==> src/rtl/eeprom_addr_ctr_pkg.sv <==
package eeprom_addr_ctr_pkg;
   // Wrap behaviour of one advance
   typedef enum logic {
      WRAP_PAGE = 1'b0,
      WRAP_FULL = 1'b1
   } wrap_sel_t;

   // Priority of simultaneous strobes
   typedef enum logic [1:0] {
      ACT_HOLD = 2'd0,
      ACT_STEP = 2'd1,
      ACT_LOAD = 2'd2
   } ctr_act_t;
endpackage

==> src/rtl/eeprom_addr_step.sv <==
module eeprom_addr_step
   import eeprom_addr_ctr_pkg::*;
#(
   parameter int ADDR_W = 10,
   parameter int PAGE_W = 4
) (
   input  logic [ADDR_W-1:0] cur_i,
   input  wrap_sel_t         sel_i,
   output logic [ADDR_W-1:0] nxt_o
);
   localparam int HI_W = ADDR_W - PAGE_W;

   generate
      if (PAGE_W < 1 || PAGE_W > ADDR_W) begin : g_bad_page
         $error("eeprom_addr_step: PAGE_W must lie in 1..ADDR_W");
      end
   endgenerate

   logic [ADDR_W-1:0] full_inc;
   logic [ADDR_W-1:0] page_inc;
   logic [PAGE_W-1:0] low_inc;

   assign full_inc = cur_i + ADDR_W'(1);
   assign low_inc  = cur_i[PAGE_W-1:0] + PAGE_W'(1);

   generate
      if (HI_W > 0) begin : g_split
         assign page_inc = {cur_i[ADDR_W-1:PAGE_W], low_inc};
      end else begin : g_whole
         assign page_inc = full_inc;
      end
   endgenerate

   always_comb begin
      unique case (sel_i)
         WRAP_FULL: nxt_o = full_inc;
         default:   nxt_o = page_inc;
      endcase
   end
endmodule

==> src/rtl/eeprom_addr_reg.sv <==
module eeprom_addr_reg
   import eeprom_addr_ctr_pkg::*;
#(
   parameter int ADDR_W = 10
) (
   input  logic              clk,
   input  logic              rst_n,
   input  logic              load_i,
   input  logic [ADDR_W-1:0] load_val_i,
   input  logic              step_i,
   input  logic [ADDR_W-1:0] step_val_i,
   output logic [ADDR_W-1:0] q_o
);
   generate
      if (ADDR_W < 1) begin : g_bad_w
         $error("eeprom_addr_reg: ADDR_W must be positive");
      end
   endgenerate

   ctr_act_t act;

   always_comb begin
      if (load_i)      act = ACT_LOAD;
      else if (step_i) act = ACT_STEP;
      else             act = ACT_HOLD;
   end

   always_ff @(posedge clk) begin
      if (!rst_n) begin
         q_o <= '0;
      end else begin
         unique case (act)
            ACT_LOAD: q_o <= load_val_i;
            ACT_STEP: q_o <= step_val_i;
            default:  q_o <= q_o;
         endcase
      end
   end


   rst_zero_chk: assert property (@(posedge clk)
      !rst_n |=> q_o == '0);
endmodule

==> src/rtl/eeprom_addr_ctr.sv <==
module eeprom_addr_ctr
   import eeprom_addr_ctr_pkg::*;
#(
   parameter int BLK_W  = 2,
   parameter int WORD_W = 8,
   parameter int PAGE_W = 4,
   localparam int ADDR_W = BLK_W + WORD_W
) (
   input  logic              clk,
   input  logic              rst_n,
   input  logic              load_i,
   input  logic [BLK_W-1:0]  blk_i,
   input  logic [WORD_W-1:0] word_i,
   input  logic              step_i,
   input  logic              mode_rd_i,
   output logic [ADDR_W-1:0] addr_o,
   output logic [PAGE_W-1:0] offs_o
);
   generate
      if (BLK_W < 1 || WORD_W < 1) begin : g_bad_fields
         $error("eeprom_addr_ctr: field widths must be positive");
      end
      if (PAGE_W > WORD_W) begin : g_bad_page
         $error("eeprom_addr_ctr: page must fit in the word byte");
      end
   endgenerate

   logic [ADDR_W-1:0] load_val;
   logic [ADDR_W-1:0] step_val;
   wrap_sel_t         wrap_sel;

   assign load_val = {blk_i, word_i};
   assign wrap_sel = mode_rd_i ? WRAP_FULL : WRAP_PAGE;

   eeprom_addr_step #(
      .ADDR_W (ADDR_W),
      .PAGE_W (PAGE_W)
   ) u_step (
      .cur_i (addr_o),
      .sel_i (wrap_sel),
      .nxt_o (step_val)
   );

   eeprom_addr_reg #(
      .ADDR_W (ADDR_W)
   ) u_reg (
      .clk        (clk),
      .rst_n      (rst_n),
      .load_i     (load_i),
      .load_val_i (load_val),
      .step_i     (step_i),
      .step_val_i (step_val),
      .q_o        (addr_o)
   );

   assign offs_o = addr_o[PAGE_W-1:0];


   load_capture_chk: assert property (@(posedge clk) disable iff (!rst_n)
      load_i |=> addr_o == $past({blk_i, word_i}));


   page_upper_keep_chk: assert property (@(posedge clk) disable iff (!rst_n)
      (step_i && !load_i && !mode_rd_i) |=>
         addr_o[ADDR_W-1:PAGE_W] == $past(addr_o[ADDR_W-1:PAGE_W]));


   page_offs_inc_chk: assert property (@(posedge clk) disable iff (!rst_n)
      (step_i && !load_i && !mode_rd_i) |=>
         offs_o == PAGE_W'($past(offs_o) + PAGE_W'(1)));


   full_inc_chk: assert property (@(posedge clk) disable iff (!rst_n)
      (step_i && !load_i && mode_rd_i) |=>
         addr_o == ADDR_W'($past(addr_o) + ADDR_W'(1)));


   idle_hold_chk: assert property (@(posedge clk) disable iff (!rst_n)
      (!step_i && !load_i) |=> $stable(addr_o));
endmodule

==> config.mk <==
export PLATFORM = sky130hd
export DESIGN_NAME = eeprom_addr_ctr
export DESIGN_NICKNAME = d
export VERILOG_FILES = /design/src/rtl/eeprom_addr_ctr_pkg.sv /design/src/rtl/eeprom_addr_step.sv /design/src/rtl/eeprom_addr_reg.sv /design/src/rtl/eeprom_addr_ctr.sv
export SDC_FILE = /design/constraint.sdc
export NUM_CORES = 1
export LEC_CHECK = 0
export BUFFER_PORTS_ARGS = -buffer_cell sky130_fd_sc_hd__buf_2
export CORE_AREA = 5 5 45 47
export CTS_BUF_LIST = sky130_fd_sc_hd__clkbuf_4 sky130_fd_sc_hd__clkbuf_8
export DETAILED_ROUTE_END_ITERATION = 10
export DIE_AREA = 0 0 50 52
export PLACE_DENSITY = 0.78
export SLEW_MARGIN = 30
export SYNTH_ARGS = -nofsm -noshare
export SYNTH_HDL_FRONTEND = slang
export SYNTH_HIERARCHICAL = 1
export SYNTH_SLANG_ARGS = --single-unit
==> constraint.sdc <==
create_clock -name clk -period 1.75 [get_ports clk]
set_clock_uncertainty 0.1 [all_clocks]
set_input_delay 0.35 -clock clk [delete_from_list [all_inputs] [get_ports clk]]
set_output_delay 0.35 -clock clk [all_outputs]
set_load 0.005 [all_outputs]
# ---- Word level (Yosys, flattened, before mapping)
# Index checks and enable logic that the tools add are counted.
dict set report totals {
  input_bits 15
  out_inout_bits 14
  register_bits 10
  word_cells 14
}
dict set report classes {
  eq_ne 3
  n_mux 5
  addsub 2
  n_reduce_logical 2
}
# operator count
set op_table {}
lappend op_table {{$pmux W10 S2} 1}
lappend op_table {{$add A10 B1 Y10 const B} 1}
lappend op_table {{$mux W10} 1}
lappend op_table {{$add A4 B1 Y4 const B} 1}
lappend op_table {{$eq A2 B1 Y1 const B} 1}
lappend op_table {{$eq A2 B2 Y1 const B} 1}
lappend op_table {{$mux W1} 2}
lappend op_table {{$mux W2} 1}
lappend op_table {{$ne A2 B2 Y1 const B} 1}
lappend op_table {{$reduce_and A2 Y1} 1}
lappend op_table {{$reduce_bool A2 Y1} 1}

# ---- Logic depth before layout (Yosys ltp)
# Gate-level depths: netlist of the first run.
dict set report logic_depth {
  word_depth 5
  ltp_mapped 6
  ltp_nobuf 6
}

# ---- Cells and area by module
# The synthesis of the first run kept the hierarchy.
# module area_each_um2 instances seq_area_each_um2 cells_each
set by_module_without_submodules {}
lappend by_module_without_submodules {eeprom_addr_reg 538.0 1 200.2 44}
lappend by_module_without_submodules {eeprom_addr_step 176.4 1 0.0 23}
lappend by_module_without_submodules {eeprom_addr_ctr 30.0 1 0.0 4}

# ---- Least setup slack after synthesis of the first run
# Ideal clock, no wire load.
dict set report synth_timing {
  kind {register to register}
  startpoint {reg u_reg.q_o[2]}
  endpoint {reg u_reg.q_o[9]}
  path_stages_with_launch 6
  setup_ns 0.116
  required_time_ns 1.534
  period_less_slack_ns 1.657
  arrival_time_ns 1.441
  setup_slack_ns 0.093
  path_buffers 0
  cell_sequence {dfxtp_1 > nand4_4 > nor4_4 > xor2_1 > mux2_4 > o211a_1}
}
dict set report synth_via {
  elab_chain_cells 3
}
# element line_no
set synth_lines {}
lappend synth_lines {{start: declaration} eeprom_addr_reg.sv:12} ;# output logic [ADDR_W-1:0] q_o
lappend synth_lines {{start signal: assignment} eeprom_addr_reg.sv:33} ;# ACT_LOAD: q_o <= load_val_i;
lappend synth_lines {{start signal: assignment} eeprom_addr_reg.sv:34} ;# ACT_STEP: q_o <= step_val_i;
lappend synth_lines {{start signal: assignment} eeprom_addr_reg.sv:35} ;# default: q_o <= q_o;
lappend synth_lines {{$add A10 B1 Y10} eeprom_addr_step.sv:23} ;# assign full_inc = cur_i + ADDR_W'(1);
lappend synth_lines {{$mux W10} eeprom_addr_step.sv:35} ;# unique case (sel_i)
lappend synth_lines {{named net step_val[9]} eeprom_addr_ctr.sv:29} ;# logic [ADDR_W-1:0] step_val;
lappend synth_lines {{$pmux W10 S2} eeprom_addr_reg.sv:32} ;# unique case (act)
# The timed path passes the listed nets, and every way through them passes these cells. The select of a mux whose other input is x is not followed.
# A chain may end at the register's enable or synchronous reset.

# ---- Final worst setup path of the first run
dict set report layout_timing {
  startpoint {reg u_reg.q_o[4]}
  endpoint {reg u_reg.q_o[9]}
}
# Same word-level chain as after synthesis.

==> metrics.yaml, run 1 <==
syn_area_per_cell_sq_um: 10.5
synth_fp_nets: 87
p_leak_nw: 0.555
grt_max_degree: 21
mostFrequentLayoutCells: "28 x buf_2, 10 x mux2_4, 10 x nand2b_1, 10 x o211a_1, 10 x dfxtp_1"
worstHoldPathCells: 3
synthesis.area_sq_um: 744
io_buffers: 28
ys_seq_area_share_pct: 26.9
reg_top3: "u_reg/q_o (10)"
synth_seq_cells: 10
diodes: 0
peakVddDrop_uv: 516
critPathRequiredTime_ns: 1.82
hold_buffers: 0
clockBufferDepth: 2
area_growth_pct: 24.9
drc: 0
hold_viol: 0
tns_ns: 0
fin_crit_sh_pct: 93.5
maxSlewViolCount: 0
largest-register: "u_reg/q_o"
cts_sinks: 10
finalCriticalPeriod_ns: 1.64
syn_inst: 71
grt_pass1_vias: 585
num_rows: 15
worst_slew_pin_slew_ns: 0.345
worstSetupStartpointType: "register"
endpoint_kind: "register"
crit_arrival_ns: 1.71
clock_latency_ns: 0.27
cts_tree: "built"
worstPathMaxFanout: 5
rsz0062_at_grt: "no"
fin_ws_ns: 0.114
h-tree-depth: 1
reg2reg_depth: 5
status: "finished clean"
post_cts_resized: 0
drt_pass1_iterations: 4
hold_class: "primary input to register"
post-cts-setup-buffers: 0
final_common_cell: "buf_2"
path_cells: "nand4_4 -> nor4_4 -> xor2_1 -> mux2_4 -> o211a_1"
tritoncts.num_buffers: 3
cts-root-buf: "clkbuf_4"
setup_viol_count_final: 0
place_ws_ns: 0.0588
routedWlPerCell_um: 13.0
grt_overflow_total: 0
grt_pass1_wl_um: 2430
synth_warnings: 6
initial_utilization_pct: 46.1
drive_gt1_share_pct: 50.0
drt-total-wl_um: 1520
die_h_um: 52
crit_path_max_incr_delay_ns: 0.42
core_sq_um: 1610
drt_iter0_drc: 5
track_usage_pct: 12.1
max_freq_mhz: 611
crit_slowest_cell: "dfxtp_1"
fillers: 138
largest_reg_flops: 10
top_level_ports: 29
dieArea_sq_um: 2600
dieWidth_um: 50
p_per_area_nw_per_um2: 687
ys_types: 19
maxCapViolCount: 0
vias_per_cell: 5.09
vias: 596
place_congestion: 0.772
dp_cells: 113
fin_nets: 117
path_class: "register to register"
antenna_found_initial: 0
ant_nets: 0
clk_pin_slew_ns: 0.07
slew_headroom_pct: 77.0
layout.cells.non_filler: 117
-- metrics by stage --
stage / utilization [%] / power (mW) / hold slack, ns / cell area, sq um
2_1_floorplan: - / 0.380 / 0.444 / 744
3_3_place_gp: 55.0 / 0.426 / 0.538 / 888
3_5_place_dp: 55.0 / 0.431 / 0.562 / 888
4_1_cts: 57.3 / 0.648 / 0.285 / 925
5_1_grt: 57.6 / 0.676 / 0.297 / 930
6_report: 57.6 / 0.639 / 0.290 / 930
-- final timing paths --
| path | from | to | slack [ns] |
|---|---|---|---|
| worst min-delay path | word_i[6] | u_reg/q_o[6]$_SDFFE_PN0P_ | 0.29 |
| worst max register to register | u_reg/q_o[4]$_SDFFE_PN0P_ | u_reg/q_o[9]$_SDFFE_PN0P_ | 0.11 |
| worst max-delay path | u_reg/q_o[4]$_SDFFE_PN0P_ | u_reg/q_o[9]$_SDFFE_PN0P_ | 0.11 |
| worst min register to register | u_reg/q_o[9]$_SDFFE_PN0P_ | u_reg/q_o[9]$_SDFFE_PN0P_ | 0.57 |
-- Yosys cell counts, drive strengths merged --
cell type,n,area (sq um)
ha,1,12.5
o211a,10,100
nand2b,10,62.6
nand4,2,27.5
nor2,2,7.51
mux2,10,150
dfxtp,10,200
xnor2,2,17.5
xor2,6,52.6
nand2,5,18.8
buf,8,55.1
nor4,1,21.3
nor3,2,10.0
inv,1,3.75
nand3,1,5.00
-- power breakdown --
group | internal [mW] | total, mW | switching [mW]
clock network | 0.127 | 0.213 | 0.0869
registers | 0.245 | 0.266 | 0.0203
logic | 0.0969 | 0.160 | 0.0629
-- final cells by class --
type / instances / area, sq um / area share, %
clock buffer: 4 / 36.3 / 3.90
inverter: 1 / 3.75 / 0.404
multi-input combinational: 52 / 490 / 52.8
sequential: 10 / 200 / 21.5
tap: 17 / 21.3 / 2.29
timing repair buffer: 33 / 178 / 19.1
-- logic make-up after synthesis --
kind of cell	synth area share, %
AO/OA/AOI/OAI	13.4
adder cells (fa/ha/maj)	1.68
flip-flops	26.9
buffers and inverters	7.90
multiplexers	20.2
XOR/XNOR	9.41
AND/OR/NAND/NOR	20.5
-- per-layer routing --
layer	track usage, %	wire length [um]	vias to the layer above
met5	0	0	-
met4	7.86	37	0
met3	2.58	92	4
met2	21.8	763	17
met1	12.3	630	269
li1	-	-	306
-- critical path: cells and delay by family (launching register included) --
kind / cells / cell delay [ns]
compound gates: 1 / 0.20
xor+xnor: 1 / 0.10
flops: 1 / 0.42
mux: 1 / 0.26
simple gates: 2 / 0.45
Power figures use the tool's default switching activity.
==> run 2, diff against run 1 <==
CORE_AREA = 5 5 47 49   (was 5 5 45 47)
DIE_AREA = 0 0 52 54   (was 0 0 50 52)
PLACE_DENSITY = 0.75   (was 0.78)
clock period = 1.4 ns   (was 1.75 ns; I/O delays follow)
==> metrics.yaml, run 2 (synthesis results as in run 1) <==
status: "complete, but fails checks"
violations: "setup timing"
area_growth_pct: 41.8
core_sq_um: 1820
worstHoldPathCells: 3
io_buffers: 28
drt_iter0_drc: 1
final_common_cell: "buf_2"
grt_pass1_vias: 598
ant_nets: 0
swShare_pct: 28.0
setup_viol_count_final: 7
tritoncts.num_buffers: 3
track_usage_pct: 13.4
final_area_sq_um: 1060
cts_sinks: 10
fin_crit_sh_pct: 107
cts_tree: "built"
vias_per_cell: 4.71
crit_arrival_ns: 1.56
largest-register: "u_reg/q_o"
diodes: 0
num_rows: 16
worst_slew_pin_slew_ns: 0.333
maxSlewViolCount: 0
p_per_area_nw_per_um2: 761
worstSetupStartpointType: "register"
critPathRequiredTime_ns: 1.46
finalCriticalPeriod_ns: 1.50
max_freq_mhz: 669
drive_gt1_share_pct: 67.6
hold_class: "primary input to register"
vias: 622
fillers: 168
endpoint_kind: "register"
h-tree-depth: 1
tns_ns: -0.376
grt_overflow_total: 0
place_area_sq_um: 987
rsz0062_at_grt: "yes"
dp_cells: 126
maxCapViolCount: 0
drt-total-wl_um: 1680
p_leak_nw: 0.605
path_class: "register to register"
peakVddDrop_uv: 494
die_h_um: 54
worstPathMaxFanout: 4
top_level_ports: 29
grt_pass1_wl_um: 2670
drc: 0
grt_max_degree: 21
clkPwrFrac_pct: 29.9
cp_top_family: "flip-flops"
min-delay-start: "word_i[0]"
reg2reg_depth: 5
intPower_uw: 579
path_depth: 5
place_congestion: 0.717
path_cells: "nand2_2 -> nor4_4 -> xor2_1 -> mux2_4 -> o211a_1"
dieWidth_um: 52
p_sw_uw: 225
fin_ws_ns: -0.0956
combPwrFrac_pct: 28.7
critical_path_buf_inv_count: 0
clk_pin_slew_ns: 0.07
antenna_found_initial: 0
rr_startpoint: "u_reg/q_o[0]$_SDFFE_PN0P_"
initial_utilization_pct: 40.9
dieArea_sq_um: 2810
slew_headroom_pct: 77.8
routedWlPerCell_um: 12.7
drt_pass1_iterations: 3
place_ws_ns: -0.134
largest_reg_flops: 10
hold_viol: 0
clock_latency_ns: 0.27
crit_path_max_incr_delay_ns: 0.38
reg_top3: "u_reg/q_o (10)"
cts-root-buf: "clkbuf_4"
fin_nets: 122
crit_slowest_cell: "dfxtp_4"
rrSetupSlack_ns: -0.1
pwr-share-seq_pct: 41.4
hold_buffers: 0
worstSetupStartpoint: "u_reg/q_o[0]$_SDFFE_PN0P_"
mostFrequentLayoutCells: "28 x buf_2, 10 x mux2_4, 10 x nand2b_1, 10 x o211a_1, 7 x buf_4"
clockBufferDepth: 2
layout.cells.non_filler: 132
run 2: cell count changes in the layout (fill, tap and decap cells not counted), sizes merged:
| cell | delta |
|---|---|
| buf | +5 |
run 2: per-layer routing:
metal	track usage (%)	vias up	share of wire (%)
li1	-	316	-
met1	16.2	283	43
met2	21.3	19	49
met3	3.32	4	6.4
met4	7.86	0	1.5
met5	0	-	0
run 2: per-stage QoR:
stage               util, %  power (mW)  hold WS, ns
global placement       54.2       0.556        0.492
global route           58.0       0.854        0.220
detailed placement     54.2       0.563        0.504
floorplan                 -       0.484        0.367
CTS                    57.4       0.810        0.218
finish                 58.0       0.804        0.223
run 2: final timing paths:
check                               to
min reg2reg  u_reg/q_o[7]$_SDFFE_PN0P_
max          u_reg/q_o[9]$_SDFFE_PN0P_
min          u_reg/q_o[0]$_SDFFE_PN0P_
max reg2reg  u_reg/q_o[9]$_SDFFE_PN0P_
run 2: power groups by stage:
stage               combinational (mW)  sequential, mW  clock (mW)
finish                           0.231           0.333       0.240
global route                     0.255           0.336       0.264
CTS                              0.232           0.333       0.246
detailed placement               0.220           0.343           0
global placement                 0.214           0.341           0
floorplan                        0.133           0.351           0
run 2: worst register-to-register path, cell delays in order, from the launching register on:
cell and delay, ns:
dfxtp_4 0.38, nand2_2 0.11, nor4_4 0.25, xor2_1 0.09
mux2_4 0.26, o211a_1 0.20
run 2: final cells by class:
cell class                      count  area (sq um)  share of cell area (%)
Inverter                            1          3.75                   0.355
Sequential cell                    10           226                    21.4
Tap cell                           27          33.8                    3.20
Clock buffer                        4          30.0                    2.84
Timing Repair Buffer               38           235                    22.3
Multi-Input combinational cell     52           527                    49.9
run 2: repair_timing:
action / 4_1_cts / 5_1_grt
setup buffers: 2 / 0
pin swaps: 4 / 2
gates resized for setup: 5 / 2
setup endpoints to repair: 7 / 8
